## src/rtl/lcd_seq_pkg.sv

```systemverilog
package lcd_seq_pkg;

    localparam int unsigned NUM_CMDS = 6;
    localparam int unsigned IDX_W    = $clog2(NUM_CMDS);

    // opcode building blocks
    localparam logic [7:0] OP_FUNC     = 8'h20;
    localparam logic [7:0] OP_EXT_BIT  = 8'h01;
    localparam logic [7:0] OP_BIAS     = 8'h10;
    localparam logic [7:0] OP_TEMP     = 8'h04;
    localparam logic [7:0] OP_VOLT     = 8'h80;
    localparam logic [7:0] OP_DISP     = 8'h08;
    localparam logic [7:0] DISP_NORMAL = 8'h04;
    localparam logic [7:0] DISP_INVERT = 8'h05;

    typedef enum logic [2:0] {
        ST_IDLE   = 3'd0,
        ST_RST    = 3'd1,
        ST_SETTLE = 3'd2,
        ST_LOAD   = 3'd3,
        ST_WAIT   = 3'd4,
        ST_DONE   = 3'd5
    } seq_state_e;

    typedef struct packed {
        logic [2:0] bias;
        logic [1:0] tcoef;
        logic [6:0] vop;
        logic       invert;
    } panel_cfg_t;

endpackage

```

## src/rtl/lcd_delay_timer.sv

```systemverilog
module lcd_delay_timer #(
    parameter int unsigned TW = 8
) (
    input  logic          clk,
    input  logic          rst_n,
    input  logic          load_i,
    input  logic [TW-1:0] load_val_i,
    output logic          expired_o
);

    logic [TW-1:0] cnt_d, cnt_q;

    always_comb begin
        cnt_d = cnt_q;
        if (load_i) begin
            cnt_d = load_val_i;
        end else if (cnt_q != '0) begin
            cnt_d = cnt_q - 1'b1;
        end
    end

    always_ff @(posedge clk or negedge rst_n) begin
        if (!rst_n) cnt_q <= '0;
        else        cnt_q <= cnt_d;
    end

    assign expired_o = (cnt_q == '0);

endmodule

```

## src/rtl/lcd_cmd_select.sv

```systemverilog
module lcd_cmd_select
    import lcd_seq_pkg::*;
(
    input  logic [IDX_W-1:0] idx_i,
    input  panel_cfg_t       cfg_i,
    output logic [7:0]       byte_o
);

    always_comb begin
        unique case (idx_i)
            3'd0:    byte_o = OP_FUNC | OP_EXT_BIT;
            3'd1:    byte_o = OP_BIAS | {5'b0, cfg_i.bias};
            3'd2:    byte_o = OP_TEMP | {6'b0, cfg_i.tcoef};
            3'd3:    byte_o = OP_VOLT | {1'b0, cfg_i.vop};
            3'd4:    byte_o = OP_FUNC;
            default: byte_o = OP_DISP | (cfg_i.invert ? DISP_INVERT : DISP_NORMAL);
        endcase
    end

endmodule

```

## src/rtl/lcd_spi_tx.sv

```systemverilog
module lcd_spi_tx #(
    parameter int unsigned SCLK_HALF = 2
) (
    input  logic       clk,
    input  logic       rst_n,
    input  logic       start_i,
    input  logic [7:0] byte_i,
    output logic       idle_o,
    output logic       sclk_o,
    output logic       mosi_o,
    output logic       cs_n_o
);

    localparam int unsigned DW = (SCLK_HALF > 1) ? $clog2(SCLK_HALF) : 1;

    typedef struct packed {
        logic          active;
        logic          cs_n;
        logic          sclk;
        logic [7:0]    shreg;
        logic [2:0]    bitn;
        logic [DW-1:0] div;
    } tx_regs_t;

    tx_regs_t cur_q, nxt_d;

    always_comb begin
        nxt_d = cur_q;
        if (!cur_q.active) begin
            if (start_i) begin
                nxt_d.active = 1'b1;
                nxt_d.cs_n   = 1'b0;
                nxt_d.sclk   = 1'b0;
                nxt_d.shreg  = byte_i;
                nxt_d.bitn   = '0;
                nxt_d.div    = '0;
            end
        end else if (cur_q.div == DW'(SCLK_HALF - 1)) begin
            nxt_d.div = '0;
            if (!cur_q.sclk) begin
                nxt_d.sclk = 1'b1;
            end else begin
                nxt_d.sclk = 1'b0;
                if (cur_q.bitn == 3'd7) begin
                    nxt_d.cs_n   = 1'b1;
                    nxt_d.active = 1'b0;
                end else begin
                    nxt_d.bitn  = cur_q.bitn + 1'b1;
                    nxt_d.shreg = {cur_q.shreg[6:0], 1'b0};
                end
            end
        end else begin
            nxt_d.div = cur_q.div + 1'b1;
        end
    end

    always_ff @(posedge clk or negedge rst_n) begin
        if (!rst_n) begin
            cur_q <= '{active: 1'b0, cs_n: 1'b1, sclk: 1'b0,
                       shreg: 8'h00, bitn: 3'd0, div: '0};
        end else begin
            cur_q <= nxt_d;
        end
    end

    assign idle_o = !cur_q.active;
    assign sclk_o = cur_q.sclk;
    assign cs_n_o = cur_q.cs_n;
    assign mosi_o = cur_q.cs_n ? 1'b0 : cur_q.shreg[7];


    sclk_idle_low_chk: assert property (@(posedge clk) disable iff (!rst_n)
        cur_q.cs_n |-> !cur_q.sclk);


    frame_end_release_chk: assert property (@(posedge clk) disable iff (!rst_n)
        (cur_q.active && cur_q.sclk && cur_q.bitn == 3'd7 && cur_q.div == DW'(SCLK_HALF - 1))
        |=> (cur_q.cs_n && !cur_q.sclk));

endmodule

```

## src/rtl/lcd_pwrup_seq.sv

```systemverilog
module lcd_pwrup_seq
    import lcd_seq_pkg::*;
#(
    parameter int unsigned CLK_HZ    = 125_000_000,
    parameter int unsigned RST_US    = 20,
    parameter int unsigned SETTLE_MS = 120,
    parameter int unsigned SCLK_HALF = 4
) (
    input  logic       clk,
    input  logic       rst_n,
    input  logic       start_i,
    input  logic [2:0] bias_i,
    input  logic [1:0] tcoef_i,
    input  logic [6:0] vop_i,
    input  logic       invert_i,
    output logic       lcd_rst_n_o,
    output logic       spi_sclk_o,
    output logic       spi_mosi_o,
    output logic       spi_cs_n_o,
    output logic       dc_o,
    output logic       busy_o,
    output logic       done_o
);

    localparam longint unsigned RST_RAW    = (64'(CLK_HZ) * 64'(RST_US) + 64'd999_999) / 64'd1_000_000;
    localparam longint unsigned RST_CYC    = (RST_RAW == 0) ? 64'd1 : RST_RAW;
    localparam longint unsigned SETTLE_CYC = (64'(CLK_HZ) * 64'(SETTLE_MS)) / 64'd1000;
    localparam longint unsigned MAX_CYC    = (SETTLE_CYC > RST_CYC) ? SETTLE_CYC : RST_CYC;
    localparam int unsigned     TW         = $clog2(MAX_CYC + 1);

    typedef struct packed {
        seq_state_e       state;
        logic [IDX_W-1:0] idx;
        panel_cfg_t       cfg;
        logic             dc;
    } seq_regs_t;

    seq_regs_t     cur_q, nxt_d;
    logic          tmr_load;
    logic [TW-1:0] tmr_val;
    logic          tmr_expired;
    logic          tx_start;
    logic          tx_idle;
    logic [7:0]    tx_byte;

    lcd_delay_timer #(.TW(TW)) timer_i (
        .clk        (clk),
        .rst_n      (rst_n),
        .load_i     (tmr_load),
        .load_val_i (tmr_val),
        .expired_o  (tmr_expired)
    );

    lcd_cmd_select cmd_i (
        .idx_i  (cur_q.idx),
        .cfg_i  (cur_q.cfg),
        .byte_o (tx_byte)
    );

    lcd_spi_tx #(.SCLK_HALF(SCLK_HALF)) tx_i (
        .clk     (clk),
        .rst_n   (rst_n),
        .start_i (tx_start),
        .byte_i  (tx_byte),
        .idle_o  (tx_idle),
        .sclk_o  (spi_sclk_o),
        .mosi_o  (spi_mosi_o),
        .cs_n_o  (spi_cs_n_o)
    );

    always_comb begin
        nxt_d    = cur_q;
        tmr_load = 1'b0;
        tmr_val  = '0;
        tx_start = 1'b0;
        unique case (cur_q.state)
            ST_IDLE, ST_DONE: begin
                if (start_i) begin
                    nxt_d.state  = ST_RST;
                    nxt_d.idx    = '0;
                    nxt_d.cfg    = '{bias: bias_i, tcoef: tcoef_i, vop: vop_i, invert: invert_i};
                    tmr_load     = 1'b1;
                    tmr_val      = TW'(RST_CYC - 1);
                end
            end
            ST_RST: begin
                if (tmr_expired) begin
                    nxt_d.state = ST_SETTLE;
                    tmr_load    = 1'b1;
                    // one clock of the wait is spent in ST_LOAD
                    tmr_val     = TW'(SETTLE_CYC - 2);
                end
            end
            ST_SETTLE: begin
                if (tmr_expired) begin
                    nxt_d.state = ST_LOAD;
                    nxt_d.dc    = 1'b0;
                end
            end
            ST_LOAD: begin
                tx_start    = 1'b1;
                nxt_d.state = ST_WAIT;
            end
            ST_WAIT: begin
                if (tx_idle) begin
                    if (cur_q.idx == IDX_W'(NUM_CMDS - 1)) begin
                        nxt_d.state = ST_DONE;
                        nxt_d.dc    = 1'b1;
                    end else begin
                        nxt_d.idx   = cur_q.idx + 1'b1;
                        nxt_d.state = ST_LOAD;
                    end
                end
            end
            default: nxt_d.state = ST_IDLE;
        endcase
    end

    always_ff @(posedge clk or negedge rst_n) begin
        if (!rst_n) begin
            cur_q <= '{state: ST_IDLE, idx: '0, cfg: '0, dc: 1'b1};
        end else begin
            cur_q <= nxt_d;
        end
    end

    assign lcd_rst_n_o = (cur_q.state != ST_RST);
    assign busy_o      = (cur_q.state inside {ST_RST, ST_SETTLE, ST_LOAD, ST_WAIT});
    assign done_o      = (cur_q.state == ST_DONE);
    assign dc_o        = cur_q.dc;


    cmd_level_chk: assert property (@(posedge clk) disable iff (!rst_n)
        !spi_cs_n_o |-> !dc_o);


    panel_rst_busy_chk: assert property (@(posedge clk) disable iff (!rst_n)
        !lcd_rst_n_o |-> busy_o);


    cs_only_busy_chk: assert property (@(posedge clk) disable iff (!rst_n)
        !spi_cs_n_o |-> busy_o);


    busy_done_excl_chk: assert property (@(posedge clk) disable iff (!rst_n)
        busy_o |-> !done_o);


    done_hold_chk: assert property (@(posedge clk) disable iff (!rst_n)
        (done_o && !start_i) |=> done_o);


    cfg_frozen_chk: assert property (@(posedge clk) disable iff (!rst_n)
        (busy_o && cur_q.state != ST_WAIT) |=> $stable(cur_q.cfg));


    no_restart_chk: assert property (@(posedge clk) disable iff (!rst_n)
        (cur_q.state == ST_SETTLE && start_i) |=> (cur_q.state inside {ST_SETTLE, ST_LOAD}));


    settle_to_frame_chk: assert property (@(posedge clk) disable iff (!rst_n)
        (cur_q.state == ST_SETTLE && tmr_expired) |=> ##1 !spi_cs_n_o);

endmodule

```

## config.mk

```make
export PLATFORM = sky130hd
export DESIGN_NAME = lcd_pwrup_seq
export DESIGN_NICKNAME = d
export VERILOG_FILES = /design/src/rtl/lcd_seq_pkg.sv /design/src/rtl/lcd_delay_timer.sv /design/src/rtl/lcd_cmd_select.sv /design/src/rtl/lcd_spi_tx.sv /design/src/rtl/lcd_pwrup_seq.sv
export SDC_FILE = /design/constraint.sdc
export NUM_CORES = 1
export LEC_CHECK = 0
export ABC_AREA = 1
export CAP_MARGIN = 20
export CORE_ASPECT_RATIO = 0.8
export CORE_MARGIN = 2
export CORE_UTILIZATION = 55
export DETAILED_ROUTE_END_ITERATION = 8
export PLACE_DENSITY = 0.72
export SLEW_MARGIN = 25
export SYNTH_ARGS = -nofsm -noshare
export SYNTH_HDL_FRONTEND = slang
export SYNTH_SLANG_ARGS = --single-unit
export TNS_END_PERCENT = 5
```

## constraint.sdc

```tcl
create_clock -name clk -period 1.96 [get_ports clk]
set_clock_uncertainty 0.1 [all_clocks]
set_input_delay 0.294 -clock clk [delete_from_list [all_inputs] [get_ports clk]]
set_output_delay 0.294 -clock clk [all_outputs]
set_load 0.05 [all_outputs]
```

==> results.tsv <==
metric	value	unit
DRC Markers	0	
worst setup margin	-8.60	ps
dpl hpwl	5730	um
wire length per cell	13.8	um
max cap viols	0	
Synth Area in Compound Gates	9.50	%
P per Cell Area	600	mW/mm2
initial antenna violation count	0	
Overflow after GRT	0	
Slew HR	67.0	%
most common cell in the synthesized netlist	nand2_1	
CP endpoint kind	output port	
routed wire length	7830	um
Root Driver	clkbuf_8	
sequential share of the synthesized area	44.8	%
mapped cell area	0.00336	mm2
row cnt	25	
post-synthesis cell type count	36	
TNS Setup	-8.60	ps
hold_ws	267	ps
Switch Pwr	0.501	mW
top sig layer	met4	
Avg Cell Area, Syn	7.58	um2
number of cells on the critical path	5	
Layout area overhead	18.4	%
clock buffer depth	2	
arrival time at the worst endpoint	1570	ps
core area	0.00591	mm2
# fillers	515	
pin count of the biggest net entering global routing	35	
Max VDD drop	0.369	mV
Register Area	0.00150	mm2
WP buf/inv	3	
fmax	0.508	GHz
ANT cells	0	
LEAKAGE	1.93	nW
routability cong.	0.974	
Synth async-reset ratio	100	%
Worst setup SP type	flip-flop	
failing checks	negative setup slack	
Post-synth EDFFs	0	
Placement Setup Slack	-49.5	ps
Worst Path Max Fanout	5	
Die W	91.3	um
Multi-input gate area	0.00167	mm2
critical path cell sequence	inv_2 -> nand2_1 -> nor2_4 -> inv_1 -> buf_4	
synth cell count leaders	130 x nand2_1, 71 x nor2_1, 58 x dfrtp_1	
CTS clk-pin slew, worst paths	70	ps
Hold Fails Final Rpt	0	
DRT Pass-1 Iters	5	
wire length on met3	534	um
CTS H-tree lvls	3	
xor and xnor area share after synthesis	3.65	%
cell taking the most area after synthesis	dfrtp_1	
clock power share	45.5	%
Clk Latency, worst-skew pair	340	ps
total power	2.39	mW
Switching Share	21.0	%
combinational fraction of design power	2.5	%
CTS tree	built	
family with the most delay on the worst path	buffers and inverters	
Final Instance Count excl. Fillers	569	
Port-buffer cells	22	
Area contributors post-synth	dfrtp_1 43%, nand2_1 15%, nor2_1 7.9%	
area share of the largest cell type after synthesis	43.2	%
Vias	3008	
Flop pwr share	51.9	%
vias in the first global route	2780	
Synth Register Bits	60	
Post-Synth Adder-Cell Area	3.73	%
placed cells	550	
Critical Path Max Stage Delay	400	ps
Synth Flop Type	dfrtp_1	
Post-Synthesis Cells	443	
status	complete, but fails checks	
DRT met1 WL	4000	um
clock sink count	60	
mux cell area share after synthesis	0	%
Finish-stage setup viols	1	
metal2 WL	3210	um
Reg-to-Reg Start	timer_i.cnt_q[11]	
io pins	23	
Slew @ Worst Pin	494	ps
clock period minus worst slack	1970	ps
global-route wire length before repair	13000	um
YS warnings	0	
simple logic cell fraction of the synthesized area	31.9	%
Routed Antenna Nets	0	
Setup CP Type	reg2out	
Starting DRT DRC Count	264	
period utilisation layout	100	%
CTS Buf Count	9	
GRT Total Usage	24.9	%
initial core utilization	56.8	%
Post-Syn Nets	469	
Worst Setup SP	cur_q[19]	
vias per cell	5.29	
main combinational cell family by area after synthesis	simple AND/OR/NAND/NOR gates	
slowest CP cell	dfrtp_1	
die area	0.00675	mm2
R2R cell count	6	
max-slew violation count	0	
Int Pwr	1.88	mW
HP Class	in2async	
RSZ-0062 raised after global routing	true	
Die H	73.9	um
share of post-route cells with drive strength above 1	11.7	%
Worst EP required	1570	ps
Final #Nets	510	
==> power by group through the flow <==
stage	registers, mW	clock network (mW)	logic, mW
6_report	1.24	1.09	0.0607
4_1_cts	1.24	1.10	0.0630
3_5_place_dp	1.26	0	0.0616
5_1_grt	1.24	1.15	0.0684
2_1_floorplan	1.26	0	0.000368
3_3_place_gp	1.26	0	0.0609
==> stage by stage <==
step                      util, %  cell area [um2]
after floorplan                 -             3360
after global placement       63.1             3730
after detailed placement     63.1             3730
after CTS                    66.5             3930
after global routing         67.3             3980
final                        67.3             3980
==> logic make-up after synthesis <==
family                   count (synthesis)
AND/OR/NAND/NOR                        253
flip-flops                              60
AO/OA/AOI/OAI                           54
buffers and inverters                   52
XOR/XNOR                                14
adder cells (fa/ha/maj)                 10
==> area by class of cell <==
type                    count  share of cell area (%)
well taps                  81                    2.55
repair buffers             37                    8.87
flip-flops and latches     60                    37.8
inverters                  45                    4.25
clock inverters             2                   0.881
clock buffers              13                    3.74
multi-input cells         331                    41.9
==> sequential cells by signal (all words and copies together), names as in the netlist <==
name and count:
timer_i.cnt_q 24, tx_i.cur_q 14, tx_i.sclk_o 1, dc_o 1, tx_i.cs_n_o 1, cur_q 19
==> placed cells by master, fill, tap and decap left out, types with 8 or more instances in the layout <==
cell and n:
a21oi_1 15, a31oi_1 8, buf_4 17, clkbuf_8 10, clkdlybuf4s50_1 15, dfrtp_1 58, ha_1 8, inv_1 41
nand2_1 130, nand3_1 27, nand4_1 8, nor2_1 68, o21ai_0 20, xor2_1 9
==> final timing paths <==
check,slack [ps],endpoint
worst min-delay path,270,timer_i.cnt_q[16]
worst max register to register,120,timer_i.cnt_q[14]
min in group clk,380,tx_i.cur_q[3]
worst max-delay path,-9,lcd_rst_n_o
worst min register to register,380,tx_i.cur_q[3]
max in group asynchronous,960,tx_i.cs_n_o
==> per-layer routing <==
| layer | up-vias | track usage, % |
|---|---|---|
| met5 | - | 0 |
| met4 | 0 | 7.91 |
| met2 | 90 | 35.4 |
| li1 | 1503 | - |
| met1 | 1404 | 36.9 |
| met3 | 11 | 7.18 |
==> repair_timing <==
action	in CTS	in global routing
setup endpoints to repair	7	20
setup buffers	0	3
endpoints found under the hold margin	9	0
hold buffers	1	0
resized for setup	2	7
pin swaps	1	1
Note: power is estimated with default switching activity, not from simulation.
